<file path="src/rtl/msg_match_pkg.sv">
package msg_match_pkg;

    // Index width that stays at least one bit for a single-entry store.
    function automatic int unsigned idx_bits(input int unsigned n);
        return (n < 2) ? 1 : $clog2(n);
    endfunction

endpackage

</file>
<file path="src/rtl/msg_slot_cmp.sv">
module msg_slot_cmp #(
    parameter int SRC_W  = 4,
    parameter int KIND_W = 2
) (
    input  logic              slot_vld,
    input  logic [SRC_W-1:0]  slot_src,
    input  logic [KIND_W-1:0] slot_kind,
    input  logic [SRC_W-1:0]  key_src,
    input  logic              key_src_any,
    input  logic [KIND_W-1:0] key_kind,
    input  logic              key_kind_any,
    output logic              slot_hit
);
    logic src_ok;
    logic kind_ok;

    always_comb begin
        src_ok   = key_src_any  || (slot_src  == key_src);
        kind_ok  = key_kind_any || (slot_kind == key_kind);
        slot_hit = slot_vld && src_ok && kind_ok;
    end
endmodule

</file>
<file path="src/rtl/msg_oldest_pick.sv">
module msg_oldest_pick #(
    parameter int DEPTH  = 8,
    parameter int RANK_W = 3,
    parameter int IDX_W  = 3
) (
    input  logic [DEPTH-1:0]             match,
    input  logic [DEPTH-1:0][RANK_W-1:0] rank,
    output logic                         found,
    output logic [IDX_W-1:0]             idx
);
    logic [RANK_W-1:0] best;

    always_comb begin
        found = 1'b0;
        idx   = '0;
        best  = '0;
        for (int i = 0; i < DEPTH; i++) begin
            if (match[i] && (!found || rank[i] < best)) begin
                found = 1'b1;
                best  = rank[i];
                idx   = IDX_W'(i);
            end
        end
    end
endmodule

</file>
<file path="src/rtl/msg_free_pick.sv">
module msg_free_pick #(
    parameter int DEPTH = 8,
    parameter int IDX_W = 3
) (
    input  logic [DEPTH-1:0] vld,
    output logic             any_free,
    output logic [IDX_W-1:0] idx
);
    always_comb begin
        any_free = 1'b0;
        idx      = '0;
        for (int i = DEPTH - 1; i >= 0; i--) begin
            if (!vld[i]) begin
                any_free = 1'b1;
                idx      = IDX_W'(i);
            end
        end
    end
endmodule

</file>
<file path="src/rtl/msg_match_buf.sv">
module msg_match_buf
    import msg_match_pkg::*;
#(
    parameter int DEPTH  = 8,
    parameter int SRC_W  = 4,
    parameter int KIND_W = 2,
    parameter int DATA_W = 16
) (
    input  logic                         clk,
    input  logic                         rst_n,
    input  logic                         wr_valid,
    output logic                         wr_ready,
    input  logic [SRC_W-1:0]             wr_src,
    input  logic [KIND_W-1:0]            wr_kind,
    input  logic [DATA_W-1:0]            wr_data,
    input  logic                         lk_valid,
    input  logic [SRC_W-1:0]             lk_src,
    input  logic                         lk_src_any,
    input  logic [KIND_W-1:0]            lk_kind,
    input  logic                         lk_kind_any,
    output logic                         rsp_valid,
    output logic                         rsp_hit,
    output logic [SRC_W-1:0]             rsp_src,
    output logic [KIND_W-1:0]            rsp_kind,
    output logic [DATA_W-1:0]            rsp_data,
    output logic                         full,
    output logic [$clog2(DEPTH+1)-1:0]   occupancy
);
    localparam int IDX_W  = idx_bits(DEPTH);
    localparam int RANK_W = idx_bits(DEPTH);
    localparam int CNT_W  = $clog2(DEPTH + 1);

    typedef struct packed {
        logic [DEPTH-1:0]              vld;
        logic [DEPTH-1:0][SRC_W-1:0]   src;
        logic [DEPTH-1:0][KIND_W-1:0]  kind;
        logic [DEPTH-1:0][DATA_W-1:0]  data;
        logic [DEPTH-1:0][RANK_W-1:0]  rank;   // 0 = earliest written
        logic [CNT_W-1:0]              cnt;
        logic                          rsp_valid;
        logic                          rsp_hit;
        logic [SRC_W-1:0]              rsp_src;
        logic [KIND_W-1:0]             rsp_kind;
        logic [DATA_W-1:0]             rsp_data;
    } state_t;

    state_t st_d, st_q;

    logic [DEPTH-1:0] match_vec;
    logic             pick_found;
    logic [IDX_W-1:0] pick_idx;
    logic             free_any;
    logic [IDX_W-1:0] free_idx;
    logic             is_full;
    logic             wr_fire;
    logic             lk_hit;

    // One comparator per slot
    for (genvar g = 0; g < DEPTH; g++) begin : g_cmp
        msg_slot_cmp #(.SRC_W(SRC_W), .KIND_W(KIND_W)) u_cmp (
            .slot_vld     (st_q.vld[g]),
            .slot_src     (st_q.src[g]),
            .slot_kind    (st_q.kind[g]),
            .key_src      (lk_src),
            .key_src_any  (lk_src_any),
            .key_kind     (lk_kind),
            .key_kind_any (lk_kind_any),
            .slot_hit     (match_vec[g])
        );
    end

    msg_oldest_pick #(.DEPTH(DEPTH), .RANK_W(RANK_W), .IDX_W(IDX_W)) u_pick (
        .match (match_vec),
        .rank  (st_q.rank),
        .found (pick_found),
        .idx   (pick_idx)
    );

    msg_free_pick #(.DEPTH(DEPTH), .IDX_W(IDX_W)) u_free (
        .vld      (st_q.vld),
        .any_free (free_any),
        .idx      (free_idx)
    );

    always_comb begin
        st_d    = st_q;
        is_full = (st_q.cnt == CNT_W'(DEPTH));
        wr_fire = wr_valid && !is_full && free_any;
        lk_hit  = lk_valid && pick_found;

        st_d.rsp_valid = lk_valid;
        st_d.rsp_hit   = lk_hit;
        st_d.rsp_src   = '0;
        st_d.rsp_kind  = '0;
        st_d.rsp_data  = '0;

        if (lk_hit) begin
            st_d.rsp_src  = st_q.src[pick_idx];
            st_d.rsp_kind = st_q.kind[pick_idx];
            st_d.rsp_data = st_q.data[pick_idx];
            st_d.vld[pick_idx] = 1'b0;
            // Close the gap in the age order left by the removed entry
            for (int i = 0; i < DEPTH; i++) begin
                if (st_q.vld[i] && st_q.rank[i] > st_q.rank[pick_idx]) begin
                    st_d.rank[i] = st_q.rank[i] - RANK_W'(1);
                end
            end
        end

        if (wr_fire) begin
            st_d.vld[free_idx]  = 1'b1;
            st_d.src[free_idx]  = wr_src;
            st_d.kind[free_idx] = wr_kind;
            st_d.data[free_idx] = wr_data;
            st_d.rank[free_idx] = RANK_W'(st_q.cnt - CNT_W'(lk_hit));
        end

        st_d.cnt = st_q.cnt + CNT_W'(wr_fire) - CNT_W'(lk_hit);
    end

    always_ff @(posedge clk or negedge rst_n) begin
        if (!rst_n) begin
            st_q <= '0;
        end else begin
            st_q <= st_d;
        end
    end

    assign wr_ready  = !is_full;
    assign full      = is_full;
    assign occupancy = st_q.cnt;
    assign rsp_valid = st_q.rsp_valid;
    assign rsp_hit   = st_q.rsp_hit;
    assign rsp_src   = st_q.rsp_src;
    assign rsp_kind  = st_q.rsp_kind;
    assign rsp_data  = st_q.rsp_data;

    // an accepted write with no lookup grows the occupancy by one
    a_r1_write_grows: assert property (@(posedge clk) disable iff (!rst_n)
        (wr_valid && wr_ready && !lk_valid) |=> occupancy == $past(occupancy) + 1'b1);

    // a lookup is answered on the next cycle
    a_r2_rsp_follows: assert property (@(posedge clk) disable iff (!rst_n)
        lk_valid |=> rsp_valid);

    // no response without a preceding lookup
    a_r2_no_spurious: assert property (@(posedge clk) disable iff (!rst_n)
        !lk_valid |=> !rsp_valid);

    // a hit with no write shrinks occupancy by one
    a_r5_hit_frees: assert property (@(posedge clk) disable iff (!rst_n)
        (lk_valid && !(wr_valid && wr_ready)) |=>
            (rsp_hit ? occupancy == $past(occupancy) - 1'b1
                     : occupancy == $past(occupancy)));

    // a miss returns zeroed fields
    a_r6_miss_zero: assert property (@(posedge clk) disable iff (!rst_n)
        (rsp_valid && !rsp_hit) |-> (rsp_data == '0 && rsp_src == '0 && rsp_kind == '0));

    // occupancy never exceeds the slot count and full blocks writes
    a_r8_bound: assert property (@(posedge clk) disable iff (!rst_n)
        occupancy <= CNT_W'(DEPTH));
    a_r8_full_blocks: assert property (@(posedge clk) disable iff (!rst_n)
        full |-> !wr_ready);

    // a write and a hit together leave occupancy unchanged
    a_r9_swap_count: assert property (@(posedge clk) disable iff (!rst_n)
        (lk_valid && wr_valid && wr_ready) |=>
            (rsp_hit ? occupancy == $past(occupancy)
                     : occupancy == $past(occupancy) + 1'b1));
endmodule

</file>
<file path="config.mk">
export PLATFORM = sky130hd
export DESIGN_NAME = msg_match_buf
export DESIGN_NICKNAME = d
export VERILOG_FILES = /design/src/rtl/msg_match_pkg.sv /design/src/rtl/msg_slot_cmp.sv /design/src/rtl/msg_oldest_pick.sv /design/src/rtl/msg_free_pick.sv /design/src/rtl/msg_match_buf.sv
export SDC_FILE = /design/constraint.sdc
export NUM_CORES = 1
export LEC_CHECK = 0
export BUFFER_PORTS_ARGS = -buffer_cell sky130_fd_sc_hd__buf_2
export CORE_UTILIZATION = 60
export CTS_CLUSTER_DIAMETER = 80
export CTS_CLUSTER_SIZE = 16
export DETAILED_ROUTE_END_ITERATION = 7
export PLACE_DENSITY = 0.79
export SLEW_MARGIN = 0
export SYNTH_ARGS = -nofsm -noshare
export SYNTH_HDL_FRONTEND = slang
export SYNTH_SLANG_ARGS = --single-unit
export TNS_END_PERCENT = 20
</file>
<file path="constraint.sdc">
create_clock -name clk -period 14.43 [get_ports clk]
set_clock_uncertainty 0.05 [all_clocks]
set_input_delay 0.7215 -clock clk [delete_from_list [all_inputs] [get_ports clk]]
set_output_delay 0.7215 -clock clk [all_outputs]
set_load 0.03 [all_outputs]
</file>
Yosys cells after proc, flatten, opt, wreduce, memory -nomap -nowiden. Cells that the tools add are included.

Bits of input ports: 34. Logic and storage cells: 230. Register bits after elaboration: 236.

Bitwise logic cells: 3. Reduce and logical (&&, ||, !) cells: 67. Multiplexer cells: 74. $add $sub $neg: 11. $lt $le $gt $ge: 19. Eq/ne operators: 17.

Operators with widths (number): 2-to-1 mux 208 bit (1); bitwise mux 128 bit (1); 2-to-1 mux 3 bit (29); binary-select mux 16 bit (select 3 bit) (1); demux 16 bit (select 3 bit) (1); logical AND 1 bit (36); bitwise mux 32 bit (1); equality test 4 bit (8); 2-to-1 mux 16 bit (2); bitwise mux 24 bit (1); greater-than comparator 3 bit (8); 2-to-1 mux 24 bit (1); subtractor 3 x 1 -> 3 bit, second input constant (8); logical OR 1 bit (23); 2-to-1 mux 22 bit (1); < comparator 3 bit (7); 2-to-1 mux 1 bit (19); bitwise mux 16 bit (1); equality test 2 bit (8); binary-select mux 4 bit (select 3 bit) (1); demux 4 bit (select 3 bit) (1); binary-select mux 3 bit (select 3 bit) (1); demux 3 bit (select 3 bit) (1); bitwise AND 8 bit (1); other kinds (15) (29).

Depth between registers and ports, before layout.
Depth after elaboration: 42. Mapped depth: 68.

By module. A second synthesis with hierarchy kept.

Cell total of the unflattened synthesis: 1107. Area total of the unflattened synthesis: 13250.2 um2.

Modules (own cells, without submodules): msg_match_buf (area an instance 11641.2 um2, cells each 881, instances 1); msg_oldest_pick (area an instance 939.7 um2, cells each 138, instances 1); msg_slot_cmp (area an instance 73.8 um2, cells each 9, instances 8); msg_free_pick (area an instance 78.8 um2, cells each 16, instances 1).

Worst setup path after synthesis. OpenSTA, ideal clock, no wires.

Kind: in2reg. Start point: input port lk_src[0]. End point: register st_q[51] (netlist bit). Slack: 0.954 ns. Cell stages on the path: 63. Data arrival time: 13.344 ns. Required time: 14.298 ns. Cell sequence: buf_4 > xnor2_1 > a41oi_1 > nor3b_2 > nand2_1 > ha_1 > a21o_1 > a31oi_1 > o21ai_1 > nand3_1 > o21ai_0 > inv_1 > ha_1 > a21oi_1 > nand2_1 > o21ai_0 > nand2_1 > nand2_1 > [... 27 more ...] > a31oi_1 > o21ai_0 > ha_1 > a21o_1 > a21oi_1 > o21ai_0 > nor3_1 > a22oi_4 > buf_2 > o21ai_1 > clkbuf_1 > mux2i_1 > a211oi_1 > ha_1 > a41o_1 > a41o_1 > or4_1 > a31oi_1.

RTL lines: start: declaration (line msg_match_buf.sv:17) `input logic [SRC_W-1:0] lk_src,`; end signal: assignment (line msg_match_buf.sv:125) `st_q <= st_d;`; end: declaration (line msg_match_buf.sv:47) `state_t st_d, st_q;`.

==> flow_metrics.env <==
export IMPL_final_seq_area_um2=5910
export IMPL_slowest_delay_ns=0.44
export IMPL_maxSlewViolCount=0
export IMPL_vias=10300
export IMPL_ys_seq_elements=236
export IMPL_initial_core_util_pct=61.3
export IMPL_drc_errors=0
export IMPL_end_kind="register"
export IMPL_max_slew_margin_pct=21.7
export IMPL_finalCritPeriodShare_pct=94.7
export IMPL_hold_violations=0
export IMPL_period_minus_slack_ns=13.67
export IMPL_wire_per_inst_um=22.9
export IMPL_design_area_um2=14400
export IMPL_avgViaCountPerCell=6.65
export IMPL_grt_pass1_wl_mm=54.9
export IMPL_grt_pass1_vias=10100
export IMPL_netlist_area_um2=13400
export IMPL_yosysWarnings=0
export IMPL_synth_edf_count=0
export IMPL_critPathKind="in -> reg"
export IMPL_synthArstFlopShare_pct=100
export IMPL_portBuffers=63
export IMPL_clk_pin_slew_worst_paths_ns=0.07
export IMPL_dp_slack_ns=-0.0928
export IMPL_tritoncts="done"
export IMPL_cpMaxStageDelayCell="or3_4"
export IMPL_r2r_end="st_q[51]"
export IMPL_avgSynthCellArea_um2=10.7
export IMPL_drive_above_1_share_pct=24.5
export IMPL_synth_nets=1326
export IMPL_synthMuxAreaShare_pct=17.6
export IMPL_clk_latency_ns=0.50
export IMPL_ys_seq_area_share_pct=44.2
export IMPL_setup_slack_ns=0.760
export IMPL_synthAdderAreaFrac_pct=4.36
export IMPL_clock_fmax_mhz=73.2
export IMPL_numCtsBuffers=19
export IMPL_crit_arrival_ns=14.04
export IMPL_fillCellCount=1686
export IMPL_drt_initial_drc_count=803
export IMPL_synth_compound_area_share_pct=14.6
export IMPL_hpwlAfterDp_mm=22.8
export IMPL_cp_start_kind="primary input"
export IMPL_synth_simple_area_share_pct=10.5
export IMPL_drt_wl_total_mm=35.3
export IMPL_numClockSinks=236
export IMPL_final_nets=1342
export IMPL_die_h_um=151
export IMPL_synth_top_family_by_area="multiplexers"
export IMPL_cpMostUsedCell="ha_1"
export IMPL_antenna_found_initial=0
export IMPL_num_antenna_cells=0
export IMPL_root_buffer="clkbuf_16"
export IMPL_grt_use_total_pct=31.3
export IMPL_cts_path_max_buffers=3
export IMPL_die_w_um=151
export IMPL_holdCritPathClass="in -> async"
export IMPL_coreArea_um2=21800
export IMPL_worstRegToRegCells=61
export IMPL_netlist_instances=1246
export IMPL_multi_input_area_um2=6860
export IMPL_row_count=54
export IMPL_synth_distinct_cells=77
export IMPL_tightest_slew_ns=1.17
export IMPL_grt_max_degree=107
export IMPL_cts_hold_buf=0
export IMPL_ys_flop_type="dfrtp_1"
export IMPL_grt_overflow_total=0
export IMPL_gp_congestion=0.965
export IMPL_die_area_um2=22900
export IMPL_setup_viol=0
export IMPL_fin_setup_tns_ns=0
export IMPL_ant_nets=0
export IMPL_htreeDepth=1
export IMPL_critPathMaxFanout=9
export IMPL_maxCapViolCount=0
export IMPL_placed_area_um2=13700
export IMPL_required_ns=14.80
export IMPL_io_pins=64
export IMPL_first_pass_iters=6
export IMPL_synthToLayoutAreaGrowth_pct=7.38
export IMPL_status="completed"
export IMPL_synth_xor_xnor_area_share_pct=3.47
export IMPL_rrSetupSlack_ns=0.78
==> synthesized netlist by cell type (8+ instances only) <==
master	number	area [um2]
xor2_1	16	140
o21ai_0	23	115
clkbuf_1	48	180
a311oi_1	10	87.6
dfrtp_1	236	5910
mux2_2	158	1780
a41oi_1	10	87.6
o221ai_1	28	245
buf_2	10	50.1
a21o_1	9	67.6
inv_1	46	173
a21oi_1	25	125
mux2i_1	57	571
nand4_1	8	50.1
nand2_1	171	642
a31oi_1	14	87.6
or3_1	17	106
a32o_1	22	220
buf_4	30	225
xnor2_1	37	324
nand3_1	25	125
nor2_1	42	158
o211ai_1	13	97.6
a211oi_1	30	225
ha_1	45	563
==> cells by family after synthesis <==
logic type               after synthesis
AND/OR/NAND/NOR                      307
AO/OA/AOI/OAI                        245
flip-flops                           236
multiplexers                         215
buffers and inverters                144
XOR/XNOR                              53
adder cells (fa/ha/maj)               46
==> cells in the final DEF, fill, tap and decap left out, types with 3 or more instances in the layout <==
cell / netlist / final
or3_1: 17 / 16
nor2_1: 42 / 39
a211oi_1: 30 / 30
dfrtp_1: 236 / 236
clkbuf_16: 0 / 19
xor2_1: 16 / 16
o21a_1: 4 / 4
buf_4: 30 / 29
a221oi_1: 3 / 3
nand2_1: 171 / 169
a41o_1: 4 / 4
buf_2: 10 / 62
nand3_1: 25 / 24
a21oi_1: 25 / 23
xnor2_1: 37 / 37
mux2i_1: 57 / 57
a311oi_1: 10 / 6
a311oi_2: 0 / 4
o221ai_1: 28 / 28
nand2b_1: 5 / 5
nand4_1: 8 / 8
nor3_1: 7 / 6
o211ai_1: 13 / 13
a41oi_1: 10 / 10
o22ai_1: 6 / 6
inv_1: 46 / 46
mux2_2: 158 / 158
a31oi_1: 14 / 13
a21o_1: 9 / 9
o2111a_1: 7 / 7
nor2_2: 0 / 3
o21ai_0: 23 / 23
o31ai_1: 5 / 5
a32o_1: 22 / 22
nor3b_1: 7 / 6
ha_1: 45 / 45
==> critical path, delay by kind of cell <==
| kind | cells | cell delay, ns |
|---|---|---|
| buf+inv | 5 | 0.58 |
| simple gates | 19 | 3.90 |
| fa+ha+maj | 8 | 2.37 |
| xor+xnor | 1 | 0.22 |
| mux | 3 | 0.86 |
| compound gates | 26 | 5.39 |
==> routing by layer <==
layer	global-route usage [%]	vias to the layer above	part of all wire [%]	wire [um]
met5	0	-	0	0
met4	10.4	0	2.6	912
met3	4.34	77	7.1	2500
met2	49.7	420	47	16600
met1	44.1	5200	43	15300
li1	-	4570	-	-
==> area by class of cell <==
| cell class | instances | share of cell area [%] |
|---|---|---|
| Clock buffer | 19 | 3.31 |
| Clock inverter | 3 | 0.235 |
| Inverter | 46 | 1.20 |
| Multi-Input combinational cell | 866 | 47.8 |
| Sequential cell | 236 | 41.1 |
| Tap cell | 280 | 2.44 |
| Timing Repair Buffer | 93 | 3.86 |
==> repair_timing <==
item | in CTS | in global routing
setup endpoints to repair | 0 | 24
gates resized for setup | 0 | 16
buffers inserted | 0 | 7
==> how the worst max path moves through the flow <==
stage	endpoint	start	slack, ns	cells past startpoint
after CTS	st_q[41]	lk_src[0]	0.37	64
after global routing	st_q[39]	lk_src[0]	-0.07	64
after floorplan	st_q[51]	lk_src[0]	0.95	63
final	st_q[51]	lk_src[0]	0.76	62
after detailed placement	st_q[41]	lk_src[0]	-0.09	64
after global placement	st_q[51]	lk_src[0]	0.29	62
==> through the flow <==
| step | hold slack [ns] | std cells | util (%) |
|---|---|---|---|
| CTS | 0.268 | 1536 | 65.2 |
| global route | 0.313 | 1543 | 65.8 |
| global placement | 0.408 | 1514 | 62.8 |
| detailed placement | 0.415 | 1514 | 62.8 |
| floorplan | 0.376 | 1246 | - |
| finish | 0.227 | 1543 | 65.8 |
Power is not shown: default switching activity piles up to over one toggle a cycle in this logic, so the estimate is an artifact.
